**src/rtl/barrel_pc_pkg.sv**
```systemverilog
package barrel_pc_pkg;
  typedef enum logic [1:0] {
    BR_NONE   = 2'd0,
    BR_ALWAYS = 2'd1,
    BR_ZERO   = 2'd2,
    BR_NEG    = 2'd3
  } br_op_e;
endpackage

```
**src/rtl/thread_rotor.sv**
```systemverilog
module thread_rotor #(
  parameter int NUM_THREADS = 8,
  localparam int THR_W = $clog2(NUM_THREADS)
) (
  input  logic             clk_i,
  input  logic             rst_ni,
  output logic [THR_W-1:0] thr_o
);
  localparam logic [THR_W-1:0] LAST = THR_W'(NUM_THREADS - 1);

  always_ff @(posedge clk_i or negedge rst_ni) begin
    if (!rst_ni)          thr_o <= '0;
    else if (thr_o == LAST) thr_o <= '0;
    else                  thr_o <= thr_o + 1'b1;
  end
endmodule

```
**src/rtl/branch_resolve.sv**
```systemverilog
module branch_resolve
  import barrel_pc_pkg::*;
#(
  parameter int DATA_W = 36
) (
  input  logic              valid_i,
  input  br_op_e            op_i,
  input  logic [DATA_W-1:0] a_i,
  output logic              taken_o
);
  logic cond;

  always_comb begin
    unique case (op_i)
      BR_ALWAYS: cond = 1'b1;
      BR_ZERO:   cond = (a_i == '0);
      BR_NEG:    cond = a_i[DATA_W-1];
      default:   cond = 1'b0;
    endcase
    taken_o = valid_i & cond;
  end
endmodule

```
**src/rtl/pc_file.sv**
```systemverilog
module pc_file #(
  parameter int NUM_THREADS  = 8,
  parameter int PC_W         = 10,
  parameter int START_BASE   = 0,
  parameter int START_STRIDE = 64,
  localparam int THR_W = $clog2(NUM_THREADS)
) (
  input  logic             clk_i,
  input  logic             rst_ni,
  input  logic [THR_W-1:0] iss_thr_i,
  input  logic             ld_en_i,
  input  logic [THR_W-1:0] ld_thr_i,
  input  logic [PC_W-1:0]  ld_pc_i,
  output logic [PC_W-1:0]  iss_pc_o
);
  logic [PC_W-1:0] pc_q [NUM_THREADS];

  for (genvar t = 0; t < NUM_THREADS; t++) begin : g_thr
    localparam logic [PC_W-1:0] RST_PC = PC_W'(START_BASE + t * START_STRIDE);
    logic hit_iss, hit_ld;
    assign hit_iss = (iss_thr_i == THR_W'(t));
    assign hit_ld  = ld_en_i && (ld_thr_i == THR_W'(t));

    // load beats increment: the same-slot issue becomes the delay slot
    always_ff @(posedge clk_i or negedge rst_ni) begin
      if (!rst_ni)      pc_q[t] <= RST_PC;
      else if (hit_ld)  pc_q[t] <= ld_pc_i;
      else if (hit_iss) pc_q[t] <= pc_q[t] + 1'b1;
    end
  end

  assign iss_pc_o = pc_q[iss_thr_i];
endmodule

```
**src/rtl/barrel_pc_ctrl.sv**
```systemverilog
module barrel_pc_ctrl
  import barrel_pc_pkg::*;
#(
  parameter int NUM_THREADS  = 8,
  parameter int PC_W         = 10,
  parameter int DATA_W       = 36,
  parameter int START_BASE   = 0,
  parameter int START_STRIDE = 64,
  localparam int THR_W = $clog2(NUM_THREADS)
) (
  input  logic              clk_i,
  input  logic              rst_ni,
  input  logic              ret_valid_i,
  input  logic [THR_W-1:0]  ret_thread_i,
  input  logic [1:0]        ret_op_i,
  input  logic [DATA_W-1:0] ret_a_i,
  input  logic [PC_W-1:0]   ret_target_i,
  output logic [THR_W-1:0]  issue_thread_o,
  output logic [PC_W-1:0]   issue_pc_o,
  output logic              br_taken_o
);
  logic [THR_W-1:0] thr;
  logic             taken;

  thread_rotor #(.NUM_THREADS(NUM_THREADS)) u_rotor (
    .clk_i (clk_i),
    .rst_ni(rst_ni),
    .thr_o (thr)
  );

  branch_resolve #(.DATA_W(DATA_W)) u_br (
    .valid_i(ret_valid_i),
    .op_i   (br_op_e'(ret_op_i)),
    .a_i    (ret_a_i),
    .taken_o(taken)
  );

  pc_file #(
    .NUM_THREADS (NUM_THREADS),
    .PC_W        (PC_W),
    .START_BASE  (START_BASE),
    .START_STRIDE(START_STRIDE)
  ) u_pcs (
    .clk_i    (clk_i),
    .rst_ni   (rst_ni),
    .iss_thr_i(thr),
    .ld_en_i  (taken),
    .ld_thr_i (ret_thread_i),
    .ld_pc_i  (ret_target_i),
    .iss_pc_o (issue_pc_o)
  );

  assign issue_thread_o = thr;
  assign br_taken_o     = taken;
endmodule

```
**config.mk**
```make
export PLATFORM = sky130hd
export DESIGN_NAME = barrel_pc_ctrl
export DESIGN_NICKNAME = d
export VERILOG_FILES = /design/src/rtl/barrel_pc_pkg.sv /design/src/rtl/thread_rotor.sv /design/src/rtl/branch_resolve.sv /design/src/rtl/pc_file.sv /design/src/rtl/barrel_pc_ctrl.sv
export SDC_FILE = /design/constraint.sdc
export NUM_CORES = 1
export LEC_CHECK = 0
export CAP_MARGIN = 20
export CELL_PAD_IN_SITES_DETAIL_PLACEMENT = 0
export CELL_PAD_IN_SITES_GLOBAL_PLACEMENT = 1
export CORE_MARGIN = 1.5
export CORE_UTILIZATION = 48
export CTS_CLUSTER_SIZE = 24
export DETAILED_ROUTE_END_ITERATION = 6
export PLACE_DENSITY = 0.88
export SYNTH_ARGS = -nofsm -noshare
export SYNTH_HDL_FRONTEND = slang
export SYNTH_SLANG_ARGS = --single-unit
```
**constraint.sdc**
```tcl
create_clock -name clk_i -period 5.4 [get_ports clk_i]
set_clock_uncertainty 0.05 [all_clocks]
set_input_delay 1.08 -clock clk_i [delete_from_list [all_inputs] [get_ports clk_i]]
set_output_delay 1.08 -clock clk_i [all_outputs]
set_load 0.02 [all_outputs]
```
==> results of run 1 <==
[layout make-up]
cell class	instances	area (sq um)	share of cell area
tap	140	175	0.0276
sequential	83	2090	0.330
clock buffer	12	155	0.0245
multi-input combinational	364	3140	0.495
inverter	7	26.3	0.00414
clock inverter	4	25.0	0.00394
timing repair buffer	73	733	0.116
[flip-flops by register name, summed over array words and instances (netlist names)]
name and cells:
u_pcs.pc_q 80, u_rotor.thr_o 3
[cell usage after synthesis]
library cell	count	area (sq um)
sky130_fd_sc_hd__dfstp_2	12	315
sky130_fd_sc_hd__ha_1	14	175
sky130_fd_sc_hd__nor2_1	15	56.3
sky130_fd_sc_hd__nand2_1	69	259
sky130_fd_sc_hd__buf_6	1	11.3
sky130_fd_sc_hd__mux4_2	20	450
sky130_fd_sc_hd__a211o_2	1	10.0
sky130_fd_sc_hd__and2_1	2	12.5
sky130_fd_sc_hd__inv_1	7	26.3
sky130_fd_sc_hd__nand3_1	15	75.1
sky130_fd_sc_hd__and4b_1	1	10.0
sky130_fd_sc_hd__a21boi_0	1	7.51
sky130_fd_sc_hd__xor2_1	17	149
sky130_fd_sc_hd__a2111oi_4	1	27.5
sky130_fd_sc_hd__nor4_1	10	62.6
sky130_fd_sc_hd__buf_4	1	7.51
sky130_fd_sc_hd__o211ai_1	3	22.5
sky130_fd_sc_hd__and4_1	3	26.3
sky130_fd_sc_hd__buf_2	1	5.00
sky130_fd_sc_hd__and3_1	19	119
sky130_fd_sc_hd__dfrtp_1	71	1780
sky130_fd_sc_hd__nand2b_1	3	18.8
sky130_fd_sc_hd__o211a_1	2	20.0
sky130_fd_sc_hd__xnor2_1	55	482
sky130_fd_sc_hd__clkbuf_1	10	37.5
sky130_fd_sc_hd__mux2_2	88	991
sky130_fd_sc_hd__nor2b_1	6	37.5
sky130_fd_sc_hd__a211oi_2	1	12.5
sky130_fd_sc_hd__or4_1	1	7.51
sky130_fd_sc_hd__buf_1	4	15.0
sky130_fd_sc_hd__nand4_1	17	106
[metrics by stage]
step                power [mW]  worst slack (ns)  hold WS (ns)
floorplan                 1.64              1.68         0.545
global placement          1.87             0.868         0.558
detailed placement        1.91             0.738         0.582
CTS                       2.34             0.744         0.603
global route              2.48             0.643         0.493
finish                    2.33             0.780         0.490
[per-layer routing]
metal / up-vias / global-route usage / part of all wire
met3: 16 / 0.0368 / 0.068
li1: 1819 / - / -
met1: 1946 / 0.300 / 0.43
met5: - / 0 / 0
met4: 0 / 0.0912 / 0.014
met2: 113 / 0.375 / 0.48
[power breakdown]
| group | switching (mW) | internal (mW) | leakage, nW | total [mW] |
|---|---|---|---|---|
| Combinational | 0.279 | 0.512 | 1.51 | 0.790 |
| Sequential | 0.257 | 0.859 | 0.990 | 1.12 |
| Clock | 0.237 | 0.191 | 0.0884 | 0.428 |
| Total | 0.772 | 1.56 | 2.59 | 2.33 |
[logic make-up (layout without fill, tap and decap cells)]
| family | after synthesis | in the layout | synth area share |
|---|---|---|---|
| flip-flops | 83 | 83 | 0.392 |
| AO/OA/AOI/OAI | 9 | 9 | 0.0188 |
| AND/OR/NAND/NOR | 161 | 161 | 0.148 |
| buffers and inverters | 24 | 96 | 0.0192 |
| adder cells (fa/ha/maj) | 14 | 14 | 0.0328 |
| multiplexers | 108 | 108 | 0.270 |
| XOR/XNOR | 72 | 72 | 0.118 |
[worst paths after layout]
path | from | end | slack (ns) | depth (start not counted)
setup / recovery | ret_a_i[1] | br_taken_o | 0.78 | 6
hold / removal | rst_ni | u_pcs.pc_q[42] | 0.49 | 1
setup reg to reg | u_rotor.thr_o[1] | u_pcs.pc_q[59] | 2.38 | 6
hold reg to reg | u_pcs.pc_q[79] | u_pcs.pc_q[79] | 0.60 | 2
max in group asynchronous | rst_ni | u_pcs.pc_q[66] | 4.16 | 2
min in group clk_i | u_pcs.pc_q[79] | u_pcs.pc_q[79] | 0.60 | 2
==> results.md, run 1 <==
Clocking:
- The root buffer cell is sky130_fd_sc_hd__clkbuf_8.
- Buffers inserted to repair hold after CTS numbered 0.
- The setup fix buffers added after clock tree synthesis is 0.
- The CTS tree is built.
- The maximum clock insertion buffer count is 2.
- The number of gates resized after CTS is 0.
- The clock latency reported for the late side of the worst-skew pair is 0.38 ns.
- After clock tree synthesis, the clock-pin slew on the worst setup and hold paths is roughly 0.08 ns.
- The total clock buffers created by CTS is 9.
- For this design, the sink count on the clock tree is between 80 and 90.
- The H-tree generated during clock tree synthesis spans 3 levels.

Worst hold path:
- The type of the worst min-delay path is input port to asynchronous set/reset pin.

Layout:
- For this run, the post-layout net count is 606.
- The total of fill cells in the finished design is 921.
- The fraction of layout cells with a size suffix above 1 is 0.267.
- The synthesis-to-finish area growth is 19.0%.
- Measured on the finished design, the core utilization comes to 0.585.
- For this run, the number of standard cells in the final layout without fillers is 683.
- The design area is 6340 sq um.
- The library cells used most frequently in the layout, excluding fill and tap cells, are 88 x sky130_fd_sc_hd__mux2_2, 71 x sky130_fd_sc_hd__dfrtp_1, 69 x sky130_fd_sc_hd__nand2_1.
- The number of antenna diodes in the final layout is 0.
- Leaving out fill and tap cells, the most frequent cell in the layout is sky130_fd_sc_hd__mux2_2.

Detailed routing:
- Dividing the detail-routed wire length by the instance count gives 18.4 um.
- The final antenna-violating net count is 0.
- The count of TritonRoute iterations in the first routing pass is 4.
- Summed over all layers, the routed wires come to 12.5 mm.
- The via count normalized by instance count is around 5.7.
- After the first detailed-routing iteration, the DRC count stood at between 150 and 200.
- The number of vias in the routed layout is 3894.
- In the routed design, unresolved DRC markers number 0.

Critical path:
- The kind of cell with the highest combined delay along the critical path is simple AND/OR/NAND/NOR gates.
- The highest net fanout along the worst path is 4.
- The delay of the slowest cell on the worst path is 0.64 ns.
- The slowest library cell on the worst path is sky130_fd_sc_hd__clkdlybuf4s50_1.
- The data required time at the worst endpoint is 4.27 ns.
- The worst setup path is launched from an input port.
- Among the stages of the critical path, the cell type that occurs most often is sky130_fd_sc_hd__clkdlybuf4s50_1.
- The critical path goes through clkdlybuf4s50_1 -> nor4_1 -> nand4_1 -> or4_1 -> a21boi_0 -> clkdlybuf4s50_1.
- The category of the most critical setup path is input port to primary output.
- The arrival time at the worst endpoint is about 3.5 ns.
- Together, buffers and inverters on the worst path number 2.
- The kind of end point of the critical path is a primary output.

Floorplanning:
- The floorplan step set the die height to 108 um.
- The core region is between 10000 and 15000 sq um.
- In this run the horizontal extent of the chip is about 110 um.
- The count of standard-cell rows is 38.
- The total I/O pin count is 68.
- The floorplan die area is 11800 sq um.
- For this configuration, the core starts out at a cell density of 0.492.

STA:
- The pin slew with the least headroom to its limit is 1.11 ns.
- Setup repair after global routing left no endpoint under its margin.
- Of the available clock period, the critical path in the final layout requires 0.856.
- The number of pins with negative max-slew slack in the final report is 0.
- The final-report setup violation count is 0.
- The final period demand of the worst path is 4.62 ns.
- The total count of hold-check failures in the final report was 0.
- Summed over all failing endpoints, the final setup total negative slack is 0 ns.
- The peak clock frequency supported by timing is 216 MHz.
- Headroom to the max-slew limit came out at 0.261.

Global route:
- The maximum number of pins on one net before global-route repair is 84.
- The initial antenna violation count is 0.
- The global router's overall resource usage is 0.228.
- The number of global-route vias before repair is 4006.
- The first global-routing pass estimated 20.3 mm of wire.
- Global routing finished with a remaining overflow of 0.

Placed design:
- Routability-driven placement finished with a final weighted congestion of 0.794.
- The number of buffers added on ports is 67.
- The HPWL after detailed placement is between 9 and 10 mm.
- The number of cells in the design after placement is 664.
- The cell area after placement is 6120 sq um.

Outcome:
- The run finished with clean final reports.

Power:
- The power density over the cells is 368 nW/um^2.
- VDD sags by at most 0.202 mV.
- For this design the static power due to leakage is 2.59 nW.

Synthesis:
- The total of warnings raised by yosys is 0.
- The share of the Yosys chip area taken by registers is 0.392.
- The synthesized instance count is 471.
- The post-synthesis instance area is 5330 sq um.
- The synthesized netlist contains 31 unique library cells.
- The average instance in the mapped netlist occupies 11.3 sq um.
- Synthesis inferred 83 register bits.
- The number of nets handed over by synthesis was 539.

Flow run:
- The max-cap check violation count is 0.
Note: power is estimated with default switching activity, not from simulation.
==> run 2: changes to the inputs <==
--- a/config.mk
+++ b/config.mk
@@ -12,6 +12,7 @@
 export CORE_UTILIZATION = 48
 export CTS_CLUSTER_SIZE = 24
 export DETAILED_ROUTE_END_ITERATION = 6
+export GPL_ROUTABILITY_DRIVEN = 1
 export PLACE_DENSITY = 0.88
 export SYNTH_ARGS = -nofsm -noshare
 export SYNTH_HDL_FRONTEND = slang
==> results of run 2 <==
No change in the layout: final DEF, timing and power equal those of run 1.
